**src/rtl/rtc_pkg.sv**
```systemverilog
package rtc_pkg;
  localparam int ADDR_W = 8;
  localparam logic [ADDR_W-1:0] OFF_CTRL  = 8'h00;
  localparam logic [ADDR_W-1:0] OFF_LOW   = 8'h08;
  localparam logic [ADDR_W-1:0] OFF_HIGH  = 8'h0C;
  localparam logic [ADDR_W-1:0] OFF_WIN   = 8'h10;
  localparam logic [ADDR_W-1:0] OFF_MATCH = 8'h20;
  localparam int BIT_RUN  = 12;
  localparam int BIT_PEND = 28;
endpackage

```
**src/rtl/rtc_count_core.sv**
```systemverilog
module rtc_count_core #(
  parameter int CNT_W  = 48,
  parameter int WORD_W = 32
) (
  input  logic             clk,
  input  logic             rst_n,
  input  logic             tick,
  input  logic             run,
  input  logic             ld_low,
  input  logic             ld_high,
  input  logic [WORD_W-1:0] ld_data,
  output logic [CNT_W-1:0] count
);
  localparam int HI_W = CNT_W - WORD_W;

  always_ff @(posedge clk or negedge rst_n) begin
    if (!rst_n) begin
      count <= '0;
    end else if (ld_low || ld_high) begin
      if (ld_low)  count[WORD_W-1:0]     <= ld_data;
      if (ld_high) count[CNT_W-1:WORD_W] <= ld_data[HI_W-1:0];
    end else if (tick && run) begin
      count <= count + CNT_W'(1);
    end
  end
endmodule

```
**src/rtl/rtc_window.sv**
```systemverilog
module rtc_window #(
  parameter int CNT_W   = 48,
  parameter int WORD_W  = 32,
  parameter int SCALE_W = 4
) (
  input  logic [CNT_W-1:0]   count,
  input  logic [SCALE_W-1:0] scale,
  input  logic [WORD_W-1:0]  match_val,
  output logic [WORD_W-1:0]  window,
  output logic               hit
);
  logic [CNT_W-1:0] shifted;

  always_comb begin
    shifted = count >> scale;
    window  = shifted[WORD_W-1:0];
    hit     = (window >= match_val);
  end
endmodule

```
**src/rtl/rtc_regs.sv**
```systemverilog
module rtc_regs
  import rtc_pkg::*;
#(
  parameter int CNT_W   = 48,
  parameter int WORD_W  = 32,
  parameter int SCALE_W = 4
) (
  input  logic               clk,
  input  logic               rst_n,
  input  logic               wr_en,
  input  logic               rd_en,
  input  logic [ADDR_W-1:0]  addr,
  input  logic [WORD_W-1:0]  wdata,
  input  logic [CNT_W-1:0]   count,
  input  logic [WORD_W-1:0]  window,
  input  logic               hit,
  output logic [SCALE_W-1:0] scale,
  output logic               run,
  output logic [WORD_W-1:0]  match_val,
  output logic [WORD_W-1:0]  rdata,
  output logic               rvalid
);
  localparam int HI_W = CNT_W - WORD_W;

  logic [WORD_W-1:0] rd_mux;

  always_ff @(posedge clk or negedge rst_n) begin
    if (!rst_n) begin
      scale     <= '0;
      run       <= 1'b0;
      match_val <= '1;
    end else if (wr_en) begin
      if (addr == OFF_CTRL) begin
        scale <= wdata[SCALE_W-1:0];
        run   <= wdata[BIT_RUN];
      end
      if (addr == OFF_MATCH) match_val <= wdata;
    end
  end

  always_comb begin
    rd_mux = '0;
    case (addr)
      OFF_CTRL: begin
        rd_mux[SCALE_W-1:0] = scale;
        rd_mux[BIT_RUN]     = run;
        rd_mux[BIT_PEND]    = hit;
      end
      OFF_LOW:   rd_mux = count[WORD_W-1:0];
      OFF_HIGH:  rd_mux[HI_W-1:0] = count[CNT_W-1:WORD_W];
      OFF_WIN:   rd_mux = window;
      OFF_MATCH: rd_mux = match_val;
      default:   rd_mux = '0;
    endcase
  end

  always_ff @(posedge clk or negedge rst_n) begin
    if (!rst_n) begin
      rdata  <= '0;
      rvalid <= 1'b0;
    end else begin
      rvalid <= rd_en;
      if (rd_en) rdata <= rd_mux;
    end
  end
endmodule

```
**src/rtl/rtc_scaled_counter.sv**
```systemverilog
module rtc_scaled_counter
  import rtc_pkg::*;
#(
  parameter int CNT_W   = 48,
  parameter int WORD_W  = 32,
  parameter int SCALE_W = 4
) (
  input  logic              clk,
  input  logic              rst_n,
  input  logic              tick,
  input  logic              wr_en,
  input  logic              rd_en,
  input  logic [7:0]        addr,
  input  logic [WORD_W-1:0] wdata,
  output logic [WORD_W-1:0] rdata,
  output logic              rvalid,
  output logic              irq
);
  logic [CNT_W-1:0]   count_q;
  logic [SCALE_W-1:0] scale_q;
  logic               run_q;
  logic [WORD_W-1:0]  match_q;
  logic [WORD_W-1:0]  window;
  logic               hit;
  logic               ld_low, ld_high;

  assign ld_low  = wr_en && (addr == OFF_LOW);
  assign ld_high = wr_en && (addr == OFF_HIGH);

  rtc_count_core #(.CNT_W(CNT_W), .WORD_W(WORD_W)) u_core (
    .clk(clk), .rst_n(rst_n), .tick(tick), .run(run_q),
    .ld_low(ld_low), .ld_high(ld_high), .ld_data(wdata), .count(count_q)
  );

  rtc_window #(.CNT_W(CNT_W), .WORD_W(WORD_W), .SCALE_W(SCALE_W)) u_win (
    .count(count_q), .scale(scale_q), .match_val(match_q),
    .window(window), .hit(hit)
  );

  rtc_regs #(.CNT_W(CNT_W), .WORD_W(WORD_W), .SCALE_W(SCALE_W)) u_regs (
    .clk(clk), .rst_n(rst_n), .wr_en(wr_en), .rd_en(rd_en), .addr(addr),
    .wdata(wdata), .count(count_q), .window(window), .hit(hit),
    .scale(scale_q), .run(run_q), .match_val(match_q),
    .rdata(rdata), .rvalid(rvalid)
  );

  assign irq = hit;
endmodule

```
**config.mk**
```make
export PLATFORM = sky130hd
export DESIGN_NAME = rtc_scaled_counter
export DESIGN_NICKNAME = d
export VERILOG_FILES = /design/src/rtl/rtc_pkg.sv /design/src/rtl/rtc_count_core.sv /design/src/rtl/rtc_window.sv /design/src/rtl/rtc_regs.sv /design/src/rtl/rtc_scaled_counter.sv
export SDC_FILE = /design/constraint.sdc
export NUM_CORES = 1
export LEC_CHECK = 0
export BUFFER_PORTS_ARGS = -buffer_cell sky130_fd_sc_hd__buf_2
export CORE_MARGIN = 2
export CORE_UTILIZATION = 40
export DETAILED_ROUTE_END_ITERATION = 8
export PLACE_DENSITY = 0.59
export SYNTH_ARGS = -nofsm -noshare
export SYNTH_HDL_FRONTEND = slang
export SYNTH_SLANG_ARGS = --single-unit
```
**constraint.sdc**
```tcl
create_clock -name clk -period 4.3 [get_ports clk]
set_clock_uncertainty 0.2 [all_clocks]
set_input_delay 0.86 -clock clk [delete_from_list [all_inputs] [get_ports clk]]
set_output_delay 0.86 -clock clk [all_outputs]
set_load 0.03 [all_outputs]
```
# --- Yosys cells after proc, flatten, opt, wreduce, memory -nomap -nowiden ---
# Index checks and enable logic that the tools add are counted.
# W data, S select, Z words.
op_classes:
  addsub: 1
  div: 0
  bitwise_logic: 0
  n_eq_ne: 6
  n_mul: 0
  mux: 11
  order_cmp: 1
  n_shift: 1
  n_reduce_logical: 10
op_table:
  columns: ["operator", "count"]
  rows:
  - ["$mux W48", 2]
  - ["$add A48 B1 Y48 const B", 1]
  - ["$shr A48 B4 Y32", 1]
  - ["$pmux W12 S3", 1]
  - ["$ge A32 B32 Y1", 1]
  - ["$mux W32", 1]
  - ["$pmux W8 S4", 1]
  - ["$pmux W4 S5", 1]
  - ["$eq A8 B4 Y1 const B", 2]
  - ["$mux W16", 1]
  - ["$pmux W3 S4", 1]
  - ["$pmux W3 S3", 1]
  - ["$eq A8 B5 Y1 const B", 1]
  - ["$eq A8 B6 Y1 const B", 1]
  - ["$logic_not A8 Y1", 1]
  - ["$reduce_and A2 Y1", 4]
  - ["$pmux W1 S5", 1]
  - ["$ne A2 B1 Y1 const B", 2]
  - ["$pmux W1 S4", 1]
  - ["$logic_and A1 B1 Y1", 3]
  - ["$reduce_bool A2 Y1", 1]
  - ["$logic_or A1 B1 Y1", 1]
word_totals:
  mem_count: 0
  mem_bits_ro: 0
  reg_bits: 118
  elab_cells: 37
  in_bits: 45
  ramBits: 0
  latch_bits: 0

# --- Longest topological paths before layout ---
logic_depth:
  word_depth: 5
  mapped_depth: 15
  mapped_depth_nobuf: 12

# --- Hierarchy ---
# Synthesis repeated with hierarchy kept, for this count alone.
unflattened:
  hier_cells: 1000
  area_unflattened_um2: 9439.1
by_module_without_submodules:
  columns: ["mod", "n_inst", "seq_area_each_um2", "cells_per_inst", "area_per_inst_um2"]
  rows:
  - ["rtc_regs", 1, 1791.7, 315, 3597.2]
  - ["rtc_count_core", 1, 1201.2, 383, 3118.0]
  - ["rtc_window", 1, 0.0, 297, 2687.6]
  - ["rtc_scaled_counter", 1, 0.0, 5, 36.3]

# --- Least setup slack after synthesis ---
# No wires, ideal clock.
synth_path:
  path_type: "reg2out"
  from: "register u_regs.scale[1]"
  to: "output port irq"
  path_stages_with_launch: 11
  path_buffers: 3
  required_ps: 3240
  arrival_ps: 3424
  setup_slack_ps: -184
  path_cell_list: "dfrtp_1 buf_2 buf_1 buf_2 mux4_2 mux4_2 ha_1 and4_1 nand4_1 or3_1 o221ai_1"
synth_between:
  elab_chain_len: 2
synth_lines:
  columns: ["element", "line_no", "source"]
  rows:
  - ["start, declared", "rtc_regs.sv:17", "output logic [SCALE_W-1:0] scale,"]
  - ["start signal, assigned", "rtc_regs.sv:34", "scale <= wdata[SCALE_W-1:0];"]
  - ["$shr A48 B4 Y32", "rtc_window.sv:15", "shifted = count >> scale;"]
  - ["$ge A32 B32 Y1", "rtc_window.sv:17", "hit = (window >= match_val);"]
  - ["end, declared", "rtc_scaled_counter.sv:17", "output logic irq"]
# No other way between the ends.

# --- Worst setup path after layout ---
layout_path:
  from: "register u_regs.scale[0]"
  to: "output port irq"
# Same word-level chain as after synthesis.

==> metrics.txt <==
met2 usage 41.02%; Worst Hold Class flip-flop to flip-flop; Final period util 110.8%; Final Hold Viols 0; largest family of logic cells by synthesized area multiplexers; Syn Area/Cell 9.570 µm²; GR Overflow Total 0; Post-Synth XOR/XNOR Area 0.09484%; Startpoint Class flip-flop; Synth Area in Simple Gates 13.74%; CTS sink count 118; vias in the first global route about 8000; number of synthesized register bits 118; combinational share of power between 10% and 20%; Async S/R FF share, synth 100.0%; Via Count 8784; CTS tree yes; post-synthesis compound-gate area fraction 21.14%; Arr. time, crit path approximately 3.7 ns; I/O pin cnt 79; Min Clock Period, post-route 4.765 ns; Reg clk slew, reported paths roughly 0.06 ns; outcome complete, but fails checks; Horiz. Die Dim approximately 160 µm; maximum fanout along the worst path 3; num rows 55; RSZ-0062 raised after global routing true; measured slew at the worst slew-check pin 0.9077 ns; Worst Setup End Kind output pin; Final GP Congestion 0.9581; failing checks negative setup slack; Final Net Count 1162; Crit path required time 3.24 ns; Clock Latency Late Sink 0.44 ns; share of layout cells above drive strength 1 36.19%; Max Slew Vio Count 0; adder-cell share of the synthesized area between 4 and 5%; Yosys warnings 0; Post-Route WL between 30000 and 40000 µm; GRT Total Usage 27.80%; CTS Buf Count 17; Placed Area 10370 µm²; clk buf depth 2; final worst setup slack -0.4650 ns; Area Overhead vs Synth 24.05%; Cell Area, Synth roughly 9200 µm²; leakage 4.767 nW; count of cell types in the netlist 73; number of routed nets with antenna violations 0; clock network power share between 40% and 50%; GR Layer Usage met1 roughly 40%; max-cap viol count 0; Seq/Total Area, Yosys 32.41%; area of the core 22640 µm²; EDFF count, synth 0; post-cts hold buffer count 0; Synth area leader dfrtp_1; die height 155.9 µm; # port buffers 78; Via density 6.356; DRT iter0 DRCs 1127; Root Driver clkbuf_16; DRC Markers 0; Final Util 50.60%; global routing's busiest layer met2; die area ~24000 µm²; Net Sw Frac 28.17%; WL per Instance 24.40 µm; relative slew slack 39.42%; first-pass GRT wire length 50410 µm; top post-synthesis cells by area dfrtp_1, mux4_2, dfstp_2, mux2_2, a21oi_1; Max Freq ~210 MHz; Main synth FF type dfrtp_1; met3 usage 6.028%; H-tree depth 4; diode count 0; initial antenna violation count 0; post-synthesis cell count 965; initial core utilization between 40% and 50%; P_sw 0.9959 mW; Int Power ~2.5 mW; syn nets about 1000; # setup viols final 1; Seq pwr share 34.1%; post-DP HPWL roughly 25000 µm; Final Cell Area 11460 µm²; power per cell area just over 300 nW/µm²; largest net degree at the start of global routing 92; share of the synthesized area in the top cell type 23.30%; Crit Path Class flip-flop to output pin; mux contribution to synthesized area 22.02%; Worst VDD drop 211.8 µV; 1st-pass router iterations 5
[stage by stage]
stage,setup slack [ns],total power [mW],hold WS [ns],TNS (ns),std cells
final,-0.4650,3.535,0.3080,-0.4650,1382
after global routing,-0.5592,3.659,0.3182,-0.5592,1382
after CTS,-0.4401,3.512,0.3115,-0.4401,1372
after detailed placement,-0.1570,1.789,0.2970,-0.1570,1328
after global placement,-0.1416,1.782,0.2960,-0.1416,1328
after floorplan,0.01137,1.531,0.3025,0,965
[registers in the layout, indices dropped and copies added (netlist names)]
signal            cells
u_regs.scale          4
u_regs.rvalid         1
u_regs.match_val     32
u_regs.run            1
u_regs.rdata         32
u_core.count         48
[synth_stat cells (4+ instances only)]
master,number
a211oi_1,5
clkbuf_1,56
o21ai_0,33
dfstp_2,32
nor3_1,15
dfrtp_1,86
mux4_1,7
and4_1,11
inv_1,41
buf_4,4
and3_1,9
mux2i_1,34
a21oi_1,92
buf_1,11
mux4_2,39
o21a_1,6
nor4_1,6
a221o_1,27
a41oi_1,5
a22oi_1,28
nand3_1,27
o31ai_1,5
a221oi_1,6
nand4_1,16
o22a_1,13
nand2_1,48
mux2_2,56
ha_1,33
a21o_1,13
o22ai_1,12
a31oi_1,14
buf_2,19
nor2_1,93
nor2b_1,4
[area by class of cell]
type / instances / area (µm²)
clock inverter: 13 / 219.0
inverter: 43 / 161.4
fill: 2043 / 11180
multi-input combinational: 710 / 5887
timing repair buffer: 194 / 1391
tap: 285 / 356.6
sequential: 118 / 2998
clock buffer: 19 / 442.9
[metal layers]
metal	vias up	part of all wire [%]
met5	-	0
met4	0	4.1
met3	85	9.7
met2	499	44
met1	4259	43
li1	3941	-
[cell usage in the layout (no fill, tap or decap), types with 5 or more instances in the layout]
master | netlist | layout
a41oi_1 | 5 | 5
ha_1 | 33 | 27
a221oi_1 | 6 | 5
nand4_1 | 16 | 16
and4_1 | 11 | 10
buf_12 | 0 | 6
a221o_1 | 27 | 27
a21oi_2 | 1 | 5
a22oi_1 | 28 | 28
dfstp_2 | 32 | 32
nand2_1 | 48 | 47
o21a_1 | 6 | 6
mux4_2 | 39 | 42
buf_4 | 4 | 103
dfrtp_1 | 86 | 82
buf_6 | 1 | 8
o21ai_0 | 33 | 31
mux2_2 | 56 | 53
a21oi_1 | 92 | 88
o22a_1 | 13 | 13
o22ai_1 | 12 | 12
inv_1 | 41 | 41
a21o_1 | 13 | 13
a31oi_1 | 14 | 14
bufinv_16 | 0 | 5
nor4_1 | 6 | 6
clkbuf_16 | 0 | 17
mux2i_1 | 34 | 30
nor2_1 | 93 | 92
nand3_1 | 27 | 27
nor3_1 | 15 | 15
and3_1 | 9 | 8
buf_2 | 19 | 76
ha_4 | 0 | 5
[critical path, stage by stage (launching register included)]
cell	delay, ns
dfrtp_2	0.42
buf_6	0.12
buf_6	0.09
buf_6	0.11
mux4_1	0.55
nor2_1	0.16
a21oi_1	0.07
mux2_4	0.31
ha_4	0.23
a21o_1	0.20
a21oi_2	0.21
o31ai_4	0.13
a211oi_4	0.37
o221ai_4	0.14
buf_6	0.16
[worst paths after layout]
path	endpoint	cells after the start	slack [ns]	start
worst max-delay path	irq	14	-0.47	u_regs.scale[0]
worst min-delay path	u_regs.rdata[31]	1	0.31	u_regs.rdata[31]
worst max register to register	u_regs.rdata[28]	15	0.43	u_regs.scale[0]
worst min register to register	u_regs.rdata[31]	1	0.31	u_regs.rdata[31]
max in group asynchronous	u_regs.match_val[15]	2	2.59	rst_n
min in group asynchronous	u_core.count[20]	1	0.32	rst_n
[what timing repair did]
action / CTS / global route
gates resized for setup: 32 / 18
gates cloned: 2 / 0
setup buffers: 11 / 11
pin swaps: 12 / 16
setup endpoints to repair: 1 / 1
[power by group through the flow]
| stage | Combinational [mW] | Sequential [mW] | Clock [mW] |
|---|---|---|---|
| 2_1_floorplan | 0.324 | 1.21 | 0 |
| 6_report | 0.689 | 1.21 | 1.64 |
| 5_1_grt | 0.741 | 1.21 | 1.71 |
| 4_1_cts | 0.650 | 1.20 | 1.66 |
| 3_3_place_gp | 0.561 | 1.22 | 0 |
| 3_5_place_dp | 0.567 | 1.22 | 0 |
[kinds of logic after synthesis]
family | after synthesis
AOI/OAI and AO/OA | 287
and+or+nand+nor | 253
buffers and inverters | 137
muxes | 136
DFF | 118
adders and majority gates | 33
xor gates and xnor gates | 1
Note: power is estimated with default switching activity, not from simulation.
